`src/rtl/boot_pkg.sv`:
```
// Package: shared sizes for the reset jump boot controller.
// Assumes a 16-bit address space split into 4K regions with 1K boot windows.
package boot_pkg;
    localparam int ADDR_W     = 16;
    localparam int DATA_W     = 8;
    localparam int SEL_W      = 8;
    localparam int REGION_LSB = 12;
    localparam int WIN_LSB    = 10;
endpackage

```
`src/rtl/region_decoder.sv`:
```
// region_decoder: turns the one-hot region select into a validity flag and the
// top-address field of the chosen boundary. Bit k maps to field value
// (all ones - k). Assumes SEL_W <= 2**RW.
module region_decoder #(
    parameter int SEL_W = 8,
    parameter int RW    = 4
) (
    input  logic [SEL_W-1:0] region_sel,
    output logic             sel_valid,
    output logic [RW-1:0]    region_field
);
    logic [RW-1:0] term [SEL_W];

    // Build one masked field value per select bit.
    for (genvar k = 0; k < SEL_W; k++) begin : g_term
        localparam logic [RW-1:0] FIELD_K = RW'((2**RW) - 1 - k);
        assign term[k] = region_sel[k] ? FIELD_K : '0;
    end

    // Combine the terms and judge the one-hot condition.
    always_comb begin
        region_field = '0;
        for (int k = 0; k < SEL_W; k++) begin
            region_field = region_field | term[k];
        end
        sel_valid = ($countones(region_sel) == 1);
    end
endmodule

```
`src/rtl/rom_window.sv`:
```
// rom_window: raises the boot window select on a memory read that falls in the
// 1K window at the selected boundary, and derives the bus input disable.
// Assumes mreq/rd/iorq are active high and stable within a cycle.
module rom_window #(
    parameter int ADDR_W     = 16,
    parameter int REGION_LSB = 12,
    parameter int WIN_LSB    = 10,
    localparam int RW        = ADDR_W - REGION_LSB
) (
    input  logic              clk,
    input  logic              rst_n,
    input  logic [ADDR_W-1:0] addr,
    input  logic              mreq,
    input  logic              rd,
    input  logic              iorq,
    input  logic              sel_valid,
    input  logic [RW-1:0]     region_field,
    input  logic              rom_fitted,
    output logic              rom_sel,
    output logic              bus_in_dis
);
    logic mem_read;
    logic in_region;
    logic in_window;

    // Decode the access type and the window position.
    always_comb begin
        mem_read   = mreq && rd && !iorq;
        in_region  = (addr[ADDR_W-1:REGION_LSB] == region_field);
        in_window  = (addr[REGION_LSB-1:WIN_LSB] == '0);
        rom_sel    = sel_valid && mem_read && in_region && in_window;
        bus_in_dis = rom_sel && rom_fitted;
    end

    // a select only ever comes from a memory read in the low 1K of a region.
    a_r5_window_only: assert property (@(posedge clk) disable iff (!rst_n)
        rom_sel |-> (mreq && rd && !iorq && addr[REGION_LSB-1:WIN_LSB] == '0));
    // the input disable never appears without the window select.
    a_r7_dis_needs_sel: assert property (@(posedge clk) disable iff (!rst_n)
        bus_in_dis |-> (rom_sel && rom_fitted));
endmodule

```
`src/rtl/jump_flag.sv`:
```
// jump_flag: holds the armed state of the reset jump. It is sampled while reset
// is low and cleared by the first window select. Assumes synchronous reset.
module jump_flag (
    input  logic clk,
    input  logic rst_n,
    input  logic jump_en_n,
    input  logic sel_valid,
    input  logic rom_sel,
    output logic armed
);
    // Arm on reset when enabled with a valid select; disarm on the window hit.
    always_ff @(posedge clk) begin
        if (!rst_n) begin
            armed <= !jump_en_n && sel_valid;
        end else if (rom_sel) begin
            armed <= 1'b0;
        end
    end

    // after a window select the flag is down.
    a_r6_clear_on_hit: assert property (@(posedge clk) disable iff (!rst_n)
        rom_sel |=> !armed);
    // outside reset the flag can never rise again.
    a_r9_no_rearm: assert property (@(posedge clk) disable iff (!rst_n)
        !armed |=> !armed);
endmodule

```
`src/rtl/boot_redirect.sv`:
```
// boot_redirect: top of the reset jump boot controller. It forces zero opcodes
// onto the processor data input while the jump flag is armed, until the first
// read of the selected boot window. Assumes active-high bus strobes.
module boot_redirect #(
    parameter int ADDR_W     = boot_pkg::ADDR_W,
    parameter int DATA_W     = boot_pkg::DATA_W,
    parameter int SEL_W      = boot_pkg::SEL_W,
    parameter int REGION_LSB = boot_pkg::REGION_LSB,
    parameter int WIN_LSB    = boot_pkg::WIN_LSB
) (
    input  logic              clk,
    input  logic              rst_n,
    input  logic              jump_en_n,
    input  logic [ADDR_W-1:0] addr,
    input  logic              mreq,
    input  logic              rd,
    input  logic              iorq,
    input  logic [DATA_W-1:0] sys_data,
    input  logic [SEL_W-1:0]  region_sel,
    input  logic              rom_fitted,
    output logic [DATA_W-1:0] cpu_data,
    output logic              rom_sel,
    output logic              bus_in_dis,
    output logic              cfg_err
);
    localparam int RW = ADDR_W - REGION_LSB;

    logic          sel_valid;
    logic [RW-1:0] region_field;
    logic          armed;
    logic          force_zero;

    region_decoder #(.SEL_W(SEL_W), .RW(RW)) u_dec (
        .region_sel   (region_sel),
        .sel_valid    (sel_valid),
        .region_field (region_field)
    );

    rom_window #(.ADDR_W(ADDR_W), .REGION_LSB(REGION_LSB), .WIN_LSB(WIN_LSB)) u_win (
        .clk          (clk),
        .rst_n        (rst_n),
        .addr         (addr),
        .mreq         (mreq),
        .rd           (rd),
        .iorq         (iorq),
        .sel_valid    (sel_valid),
        .region_field (region_field),
        .rom_fitted   (rom_fitted),
        .rom_sel      (rom_sel),
        .bus_in_dis   (bus_in_dis)
    );

    jump_flag u_flag (
        .clk       (clk),
        .rst_n     (rst_n),
        .jump_en_n (jump_en_n),
        .sel_valid (sel_valid),
        .rom_sel   (rom_sel),
        .armed     (armed)
    );

    // Select zeros for armed memory reads that miss the window; else pass bus data.
    always_comb begin
        force_zero = armed && mreq && rd && !iorq && !rom_sel;
        cpu_data   = force_zero ? '0 : sys_data;
        cfg_err    = !sel_valid;
    end

    // cycles that are not memory reads always see bus data.
    a_r3_passthru: assert property (@(posedge clk) disable iff (!rst_n)
        !(mreq && rd && !iorq) |-> (cpu_data == sys_data));
    // a malformed select never opens the window.
    a_r8_bad_sel_closed: assert property (@(posedge clk) disable iff (!rst_n)
        ($countones(region_sel) != 1) |-> !rom_sel);
endmodule

```
`config.mk`:
```
export PLATFORM = sky130hd
export DESIGN_NAME = boot_redirect
export DESIGN_NICKNAME = d
export VERILOG_FILES = /design/src/rtl/boot_pkg.sv /design/src/rtl/region_decoder.sv /design/src/rtl/rom_window.sv /design/src/rtl/jump_flag.sv /design/src/rtl/boot_redirect.sv
export SDC_FILE = /design/constraint.sdc
export NUM_CORES = 1
export LEC_CHECK = 0
export ABC_AREA = 1
export ABC_CLOCK_PERIOD_IN_PS = 8100
export BUFFER_PORTS_ARGS = -buffer_cell sky130_fd_sc_hd__buf_2
export CAP_MARGIN = 25
export CORE_MARGIN = 4
export CORE_UTILIZATION = 39
export CTS_CLUSTER_SIZE = 30
export DETAILED_ROUTE_END_ITERATION = 12
export GPL_TIMING_DRIVEN = 0
export PLACE_DENSITY = 0.83
export SLEW_MARGIN = 10
export SYNTH_ARGS = -nofsm -noshare
export SYNTH_HDL_FRONTEND = slang
export SYNTH_SLANG_ARGS = --single-unit
export TNS_END_PERCENT = 5
```
`constraint.sdc`:
```
create_clock -name clk -period 8.1 [get_ports clk]
set_input_delay 1.215 -clock clk [delete_from_list [all_inputs] [get_ports clk]]
set_output_delay 1.215 -clock clk [all_outputs]
set_load 0.01 [all_outputs]
```
==> results of run 1 <==
==> layout make-up <==
cell class	instances	area [um^2]	area share, %
Inverter	34	128	16.6
Multi-Input combinational cell	54	384	50.1
Timing Repair Buffer	39	195	25.4
Sequential cell	1	30.0	3.92
Tap cell	15	18.8	2.45
Buffer	1	11.3	1.47
==> report_power, final <==
group          switching, mW  internal, mW  leakage, nW
sequential          0.000107       0.00646      0.00951
clock                      0             0            0
combinational         0.0248        0.0204        0.519
==> critical path: stages <==
cell	delay (ns)
sky130_fd_sc_hd__buf_2	0.11
sky130_fd_sc_hd__ha_1	0.22
sky130_fd_sc_hd__fa_1	0.53
sky130_fd_sc_hd__inv_1	0.05
sky130_fd_sc_hd__fa_1	0.53
sky130_fd_sc_hd__inv_1	0.04
sky130_fd_sc_hd__ha_1	0.20
sky130_fd_sc_hd__fa_1	0.42
sky130_fd_sc_hd__inv_1	0.06
sky130_fd_sc_hd__nand2_1	0.04
sky130_fd_sc_hd__nor2_1	0.14
sky130_fd_sc_hd__nand3_2	0.08
sky130_fd_sc_hd__nor2_2	0.10
sky130_fd_sc_hd__nand3_2	0.10
sky130_fd_sc_hd__buf_6	0.15
sky130_fd_sc_hd__a21oi_1	0.12
sky130_fd_sc_hd__buf_2	0.15
==> logic make-up after synthesis <==
group                      Yosys count  synth area share [%]
buffers and inverters               35                  25.1
and+or+nand+nor                     35                  31.9
adders and majority gates           11                  30.3
AOI/OAI and AO/OA                    8                  7.24
DFF                                  1                  5.43
==> per-stage QoR <==
| stage | util, % | cell area, um^2 | total power [mW] | worst slack (ns) | cells |
|---|---|---|---|---|---|
| floorplan | - | 553 | 0.0358 | 2.90 | 90 |
| global placement | 58.2 | 767 | 0.0505 | 2.66 | 144 |
| detailed placement | 58.2 | 767 | 0.0526 | 2.59 | 144 |
| CTS | 58.2 | 767 | 0.0528 | 2.59 | 144 |
| global route | 58.2 | 767 | 0.0602 | 2.42 | 144 |
| finish | 58.2 | 767 | 0.0518 | 2.63 | 144 |
==> metal layers <==
layer	wire length (um)	vias up	share of wire, %	track usage, %
met2	582	34	47	24.5
met1	504	262	40	13.3
met5	0	-	0	0
met4	0	0	0	0
li1	-	341	-	-
met3	163	0	13	0.395
==> cell usage in the layout (no fill, tap or decap) <==
master and count:
sky130_fd_sc_hd__nor3b_2 1, sky130_fd_sc_hd__inv_1 34, sky130_fd_sc_hd__nor2_4 1, sky130_fd_sc_hd__edfxtp_1 1, sky130_fd_sc_hd__nor2_2 1, sky130_fd_sc_hd__nand4_1 2
sky130_fd_sc_hd__buf_6 1, sky130_fd_sc_hd__a21oi_1 8, sky130_fd_sc_hd__fa_1 4, sky130_fd_sc_hd__nand3_2 2, sky130_fd_sc_hd__nand2_1 16, sky130_fd_sc_hd__buf_2 39
sky130_fd_sc_hd__nand3b_1 1, sky130_fd_sc_hd__nor2_1 7, sky130_fd_sc_hd__ha_1 7, sky130_fd_sc_hd__nor3_1 1, sky130_fd_sc_hd__nand3_1 3
==> path summary, 6_finish.rpt <==
check	endpoint	slack, ns
min	u_flag.armed$_SDFFCE_PP0P_	1.50
max	cpu_data[1]	2.63
==> flow_summary.toml, run 1 <==
[drt]
drt_iter0_markers = 4
wirelength_um = 1250
drtPass1Iterations = 4
drt_drc_violations_left = 0
number_of_nets_with_antenna_violations_after_detailed_routing = 0
post_drt_wl_per_cell_um = 8.67
num_vias = 637
vias_per_cell = 4.42

[worst_setup_path]
worstSetupStartpointType = "input port"
signal_arrival_time_at_the_worst_endpoint_ns = 4.26
path_class = "input port to primary output"
timing.critical_path.to_type = "primary output"
worst-path-max-fanout = 10
critical_path_required_ns = 6.88
crit_path_start = "region_sel[0]"

[logic_synthesis]
mappedNetlistNets = 140
yosysTopAreaCell = "sky130_fd_sc_hd__inv_1"
synth_commonest_cells = "sky130_fd_sc_hd__inv_1 (34), sky130_fd_sc_hd__nand2_1 (16), sky130_fd_sc_hd__a21oi_1 (8), sky130_fd_sc_hd__ha_1 (7), sky130_fd_sc_hd__nor2_1 (7)"
synth_async_sr_flop_share_pct = 0
syn-instance-count = 90
synth_edf_count = 1
netlist_area_um2 = 553
syn_avg_cell_area_um2 = 6.14
postSynthRegisterBits = 1
ys_dominant_reg_cell = "sky130_fd_sc_hd__edfxtp_1"
synth-warning-count = 0
most_frequent_cell_after_synthesis = "sky130_fd_sc_hd__inv_1"
seq_area_frac_synth_pct = 5.43
synth_cell_type_count = 16
top_post_synthesis_cells_by_area = "sky130_fd_sc_hd__inv_1 (23%), sky130_fd_sc_hd__ha_1 (16%), sky130_fd_sc_hd__fa_1 (14%)"
synthDominantCellAreaShare_pct = 23.1

[cells_and_area]
largest_register_ffs = 1
filler_cell_count = 134
finalNetCount = 181
top_register = "u_flag.armed"
diode_count = 0
layout-drive-gt1-share_pct = 34.9
flow.area_growth_from_synthesis_pct = 38.7
reg_top3 = "u_flag.armed x1"

[sta]
timing.hold.ws_ns = 1.50
layout_worst_path_cycle_share_pct = 67.6
max_freq_mhz = 183
worst-slew-pin-transition_ns = 0.437
setup_repair_after_global_routing_missed_its_margin = "no"
timing.final.setup_violations = 0
final_hold_viol_count = 0
max_slew_margin_pct = 70.7
setup-tns-final_ns = 0
slew_violations = 0
post-route-min-period_ns = 5.47

[cts]
post_cts_setup_driven_buffer_insertion_count = 0
post_cts_resize_count = 0
cts_hold_repair.buffers = 0
clkTransAtPathRegs_ns = 0

[global_routing]
grt_pass1_vias = 538
global_route_wire_length_before_repair_um = 1900
track_usage_pct = 11.7
number_of_antenna_violations_at_the_first_check_in_global_routing = 0
largest_net_degree_at_the_start_of_global_routing = 11
grt_remaining_overflow = 0

[placement]
hpwlAfterDp_um = 1210
place.port_buffers = 39
place.gp.congestion = 0.773

[run_status]
run_status = "complete, no violations"

[power_and_ir_drop]
cellPowerDensity_nw_per_um2 = 67.5
irDropWorstVdd_mv = 0.0450
p_leak_nw = 0.529

[floorplan]
dieWidth_um = 45.7
placement_rows = 13
die_area_um2 = 2080
initial_utilization_pct = 42.0
fp.coreArea_um2 = 1320
boundaryPins = 50
dieHeight_um = 45.7

[worst_hold_path]
min_path_cells = 2
hold_path_startpoint = "jump_en_n"
worst_hold_path_type = "input port to register"

[run]
maxcap_violations = 0
(Power assumes the default switching activity.)
==> run 2: changes to the inputs <==
ABC_CLOCK_PERIOD_IN_PS = 4930   (was 8100)
CORE_UTILIZATION = 33   (was 39)
PLACE_DENSITY = 0.75   (was 0.83)
clock period = 4.93 ns   (was 8.1 ns; I/O delays follow)
==> run 2 against run 1 <==
Compared with the run above:
- hold slack got worse by 0.47 ns
- die area up 15%
- cell area rose by 0.16%
- wire length is 8.0% higher
- critical path depth unchanged
- sequential share of layout area about the same
- utilization is 8.4 points lower
- global-route usage is 0.93 points lower
- first-iteration DRC count up 130%
- setup slack worse by 2.3 ns
- final cell count up 0.69%
- critical path type unchanged
- critical endpoint is now cpu_data[3]
- largest power group unchanged
- highest routed layer unchanged
==> flow_summary.toml, run 2 (synthesized netlist as in run 1, its figures left out) <==
[run_status]
run_status = "complete, no violations"

[cells_and_area]
top_register = "u_flag.armed"
diode_count = 0
top_library_cells_by_usage_in_the_layout_fill_and_taps_aside = "sky130_fd_sc_hd__buf_2 (39), sky130_fd_sc_hd__inv_1 (34), sky130_fd_sc_hd__nand2_1 (16)"
layout-drive-gt1-share_pct = 34.9
filler_cell_count = 164
flow.area_growth_from_synthesis_pct = 38.9
multiInputGateArea_um2 = 384
finalNetCount = 181
layout_commonest_cell = "sky130_fd_sc_hd__buf_2"
cell_area_after_layout_um2 = 768
final-seq-area_um2 = 30.0
reg_top3 = "u_flag.armed x1"
largest_register_ffs = 1

[worst_setup_path]
worstSetupStartpointType = "input port"
critical_path_required_ns = 4.19
critical_path.cell_chain = "buf_2 > ha_1 > fa_1 > inv_1 > fa_1 > inv_1 > ha_1 > fa_1 > inv_1 > nand2_1 > nor2_1 > nand3_2 > nor2_2 > nand3_2 > buf_6 > a21oi_1 > buf_2"
critical-path-slowest-cell = "sky130_fd_sc_hd__fa_1"
critPathMaxStageDelay_ns = 0.54
path_buf_inv = 6
timing.critical_path.to_type = "primary output"
timing.critical_path.max_delay_family = "adder cells"
path_class = "input port to primary output"
signal_arrival_time_at_the_worst_endpoint_ns = 3.83
worst-path-max-fanout = 10

[drt]
num_vias = 642
post_drt_wl_per_cell_um = 9.30
drt_drc_violations_left = 0
drtPass1Iterations = 4
wirelength_um = 1350
drt_iter0_markers = 9
number_of_nets_with_antenna_violations_after_detailed_routing = 0
vias_per_cell = 4.43

[floorplan]
dieHeight_um = 48.9
initial_utilization_pct = 35.9
fp.coreArea_um2 = 1540
dieWidth_um = 48.9
placement_rows = 14
die_area_um2 = 2390
boundaryPins = 50

[sta]
max_freq_mhz = 219
slew_violations = 0
max_slew_margin_pct = 70.5
layout_worst_path_cycle_share_pct = 92.7
final_hold_viol_count = 0
setup_repair_after_global_routing_missed_its_margin = "no"
post-route-min-period_ns = 4.57
postLayoutSetupSlackWorst_ns = 0.358
setup-tns-final_ns = 0
timing.final.setup_violations = 0
worst-slew-pin-transition_ns = 0.441

[power_and_ir_drop]
cellPowerDensity_nw_per_um2 = 113
report.power.total_uw = 86.6
irDropWorstVdd_mv = 0.0688
p_leak_nw = 0.529

[placement]
place_area_um2 = 768
hpwlAfterDp_um = 1290
place.port_buffers = 39
place.gp.congestion = 0.783
dp_worst_setup_slack_ns = 0.306

[worst_hold_path]
hold_path_startpoint = "jump_en_n"
timing.hold.worst_endpoint = "u_flag.armed$_SDFFCE_PP0P_"
min_path_cells = 2
worst_hold_path_type = "input port to register"

[run]
maxcap_violations = 0

[cts]
post_cts_resize_count = 0
cts_hold_repair.buffers = 0
post_cts_setup_driven_buffer_insertion_count = 0
clkTransAtPathRegs_ns = 0

[global_routing]
grt_pass1_vias = 574
number_of_antenna_violations_at_the_first_check_in_global_routing = 0
track_usage_pct = 10.8
grt_remaining_overflow = 0
global_route_wire_length_before_repair_um = 2260
largest_net_degree_at_the_start_of_global_routing = 11
==> run 2: cell counts in the layout (fill, tap and decap cells not counted) <==
No cell type changed its count.
==> run 2: per-stage QoR <==
step | utilization (%) | hold WS, ns | cells
finish | 49.8 | 1.03 | 145
global route | 49.8 | 1.04 | 145
CTS | 49.8 | 1.03 | 145
detailed placement | 49.8 | 1.03 | 145
global placement | 49.8 | 1.02 | 145
floorplan | - | 0.910 | 90
==> run 2: how the worst max path moves through the flow <==
stage / slack [ns] / startpoint / cells after the start / end
after detailed placement: 0.31 / region_sel[0] / 17 / cpu_data[5]
after floorplan: 0.68 / region_sel[0] / 15 / cpu_data[0]
after global routing: 0.13 / region_sel[0] / 18 / cpu_data[3]
after CTS: 0.32 / region_sel[0] / 17 / cpu_data[5]
after global placement: 0.37 / region_sel[0] / 17 / cpu_data[6]
final: 0.36 / region_sel[0] / 17 / cpu_data[3]
==> run 2: final cells by class <==
cell class              count  share of cell area, %
plain buffers               1                   1.47
multi-input cells          54                   50.0
well taps                  16                   2.61
inverters                  34                   16.6
flip-flops and latches      1                   3.91
repair buffers             39                   25.4
==> run 2: power by group <==
| group | switching, mW | total (mW) | internal, mW | leakage [nW] |
|---|---|---|---|---|
| clock | 0 | 0 | 0 | 0 |
| sequential | 0.000170 | 0.0108 | 0.0106 | 0.00951 |
| combinational | 0.0418 | 0.0758 | 0.0340 | 0.519 |
==> run 2: per-layer routing <==
metal  track usage [%]  vias to the layer above  routed length, um
li1                  -                      341                  -
met5                 0                        -                  0
met3              4.28                        0                226
met1              11.9                      261                550
met2              20.2                       40                571
met4                 0                        0                  0
==> run 3: changes to the inputs <==
ABC_CLOCK_PERIOD_IN_PS = 4100   (was 4930)
clock period = 4.1 ns   (was 4.93 ns; I/O delays follow)
==> run 3 against run 2 <==
Compared with the run above:
- the flow now finishes with violations (setup timing)
- global-route usage increased by 1.8 points
- combinational power increased by 45%
- cell area increased by 22%
- wire length increased by 16%
- sequential power increased by 20%
- die area unchanged
- final cell count increased by 2.8%
- hold slack got worse by 0.12 ns
- utilization increased by 11 points
- critical endpoint is now cpu_data[4]
- largest cell class unchanged
- largest power group unchanged
==> flow_summary.toml, run 3 (synthesized netlist as in run 1, its figures left out) <==
[cells_and_area]
layout.core_utilization_pct = 61.0
final_cells = 149
flow.area_growth_from_synthesis_pct = 69.9
top_register = "u_flag.armed"
finalNetCount = 185
largest_register_ffs = 1
multiInputGateArea_um2 = 467
cell_area_after_layout_um2 = 940
final-seq-area_um2 = 30.0
top_library_cells_by_usage_in_the_layout_fill_and_taps_aside = "sky130_fd_sc_hd__buf_2 (32), sky130_fd_sc_hd__inv_1 (30), sky130_fd_sc_hd__nand2_1 (16)"
reg_top3 = "u_flag.armed x1"
layout-drive-gt1-share_pct = 50.4
layout_commonest_cell = "sky130_fd_sc_hd__buf_2"
filler_cell_count = 147
diode_count = 0

[placement]
place.port_buffers = 39
place.gp.congestion = 0.783
placedCellCount = 145
dp_worst_setup_slack_ns = -0.275
hpwlAfterDp_um = 1290
place_area_um2 = 768

[sta]
slew_violations = 0
layout_worst_path_cycle_share_pct = 101
setup-tns-final_ns = -0.210
post-route-min-period_ns = 4.14
max_slew_margin_pct = 53.4
timing.hold.ws_ns = 0.907
final_hold_viol_count = 0
timing.final.setup_violations = 8
postLayoutSetupSlackWorst_ns = -0.0444
worst-slew-pin-transition_ns = 0.697
setup_repair_after_global_routing_missed_its_margin = "yes"
max_freq_mhz = 241

[drt]
num_vias = 681
vias_per_cell = 4.57
number_of_nets_with_antenna_violations_after_detailed_routing = 0
drtPass1Iterations = 3
drt_drc_violations_left = 0
post_drt_wl_per_cell_um = 10.5
wirelength_um = 1570
drt_iter0_markers = 5

[run_status]
violations = "setup timing"
run_status = "finished, violations left"

[worst_setup_path]
worst-path-max-fanout = 5
path_class = "input port to primary output"
worstSetupStartpointType = "input port"
critical_path_required_ns = 3.48
timing.critical_path.to_type = "primary output"
signal_arrival_time_at_the_worst_endpoint_ns = 3.53

[floorplan]
die_area_um2 = 2390
initial_utilization_pct = 35.9
placement_rows = 14
dieWidth_um = 48.9
fp.coreArea_um2 = 1540
boundaryPins = 50
dieHeight_um = 48.9

[power_and_ir_drop]
report.power.total_uw = 123
irDropWorstVdd_mv = 0.0906
cellPowerDensity_nw_per_um2 = 131
p_leak_nw = 0.558

[worst_hold_path]
worst_hold_path_type = "input port to register"
min_path_cells = 2

[global_routing]
grt_pass1_vias = 644
global_route_wire_length_before_repair_um = 2560
largest_net_degree_at_the_start_of_global_routing = 9
number_of_antenna_violations_at_the_first_check_in_global_routing = 0
grt_remaining_overflow = 0
track_usage_pct = 12.5

[run]
maxcap_violations = 0

[cts]
clkTransAtPathRegs_ns = 0
cts_hold_repair.buffers = 0
-- run 3: cell type report --
cell class              instances  share of cell area (%)
well taps                      16                    2.13
flip-flops and latches          1                    3.20
repair buffers                 43                    30.2
plain buffers                   1                    1.20
inverters                      34                    13.6
multi-input cells              54                    49.7
-- run 3: report_power, final --
group          internal [mW]  switching (mW)
Sequential            0.0128        0.000204
Combinational         0.0528          0.0570
Clock                      0               0
-- run 3: path summary, 6_finish.rpt --
kind	start	endpoint	slack [ns]
worst min-delay path	jump_en_n	u_flag.armed$_SDFFCE_PP0P_	0.91
worst max-delay path	region_sel[4]	cpu_data[4]	-0.04
-- run 3: timing repair --
action | in CTS | in global routing
setup buffers | 1 | 2
pin swaps | 11 | 9
cloned | 1 | 0
gates resized for setup | 29 | 8
endpoints found under the setup margin | 10 | 10
-- run 3: metal layers --
metal	wire length (um)	GRT usage [%]	part of all wire, %	up-vias
met5	0	0	0	-
met2	739	24.1	47	41
met1	574	12.8	37	289
met3	229	4.59	15	2
li1	-	-	-	349
met4	27	1.79	1.7	0
-- run 3: worst max-delay path, stage by stage --
cell	delay, ns
sky130_fd_sc_hd__buf_8	0.10
sky130_fd_sc_hd__ha_4	0.15
sky130_fd_sc_hd__fa_1	0.55
sky130_fd_sc_hd__inv_2	0.04
sky130_fd_sc_hd__fa_1	0.49
sky130_fd_sc_hd__inv_1	0.04
sky130_fd_sc_hd__ha_2	0.17
sky130_fd_sc_hd__fa_1	0.43
sky130_fd_sc_hd__inv_1	0.06
sky130_fd_sc_hd__nand2_1	0.06
sky130_fd_sc_hd__nor2_2	0.11
sky130_fd_sc_hd__nand3_2	0.08
sky130_fd_sc_hd__nor2_2	0.10
sky130_fd_sc_hd__nand3_2	0.11
sky130_fd_sc_hd__buf_6	0.16
sky130_fd_sc_hd__a21oi_2	0.12
sky130_fd_sc_hd__buf_2	0.14
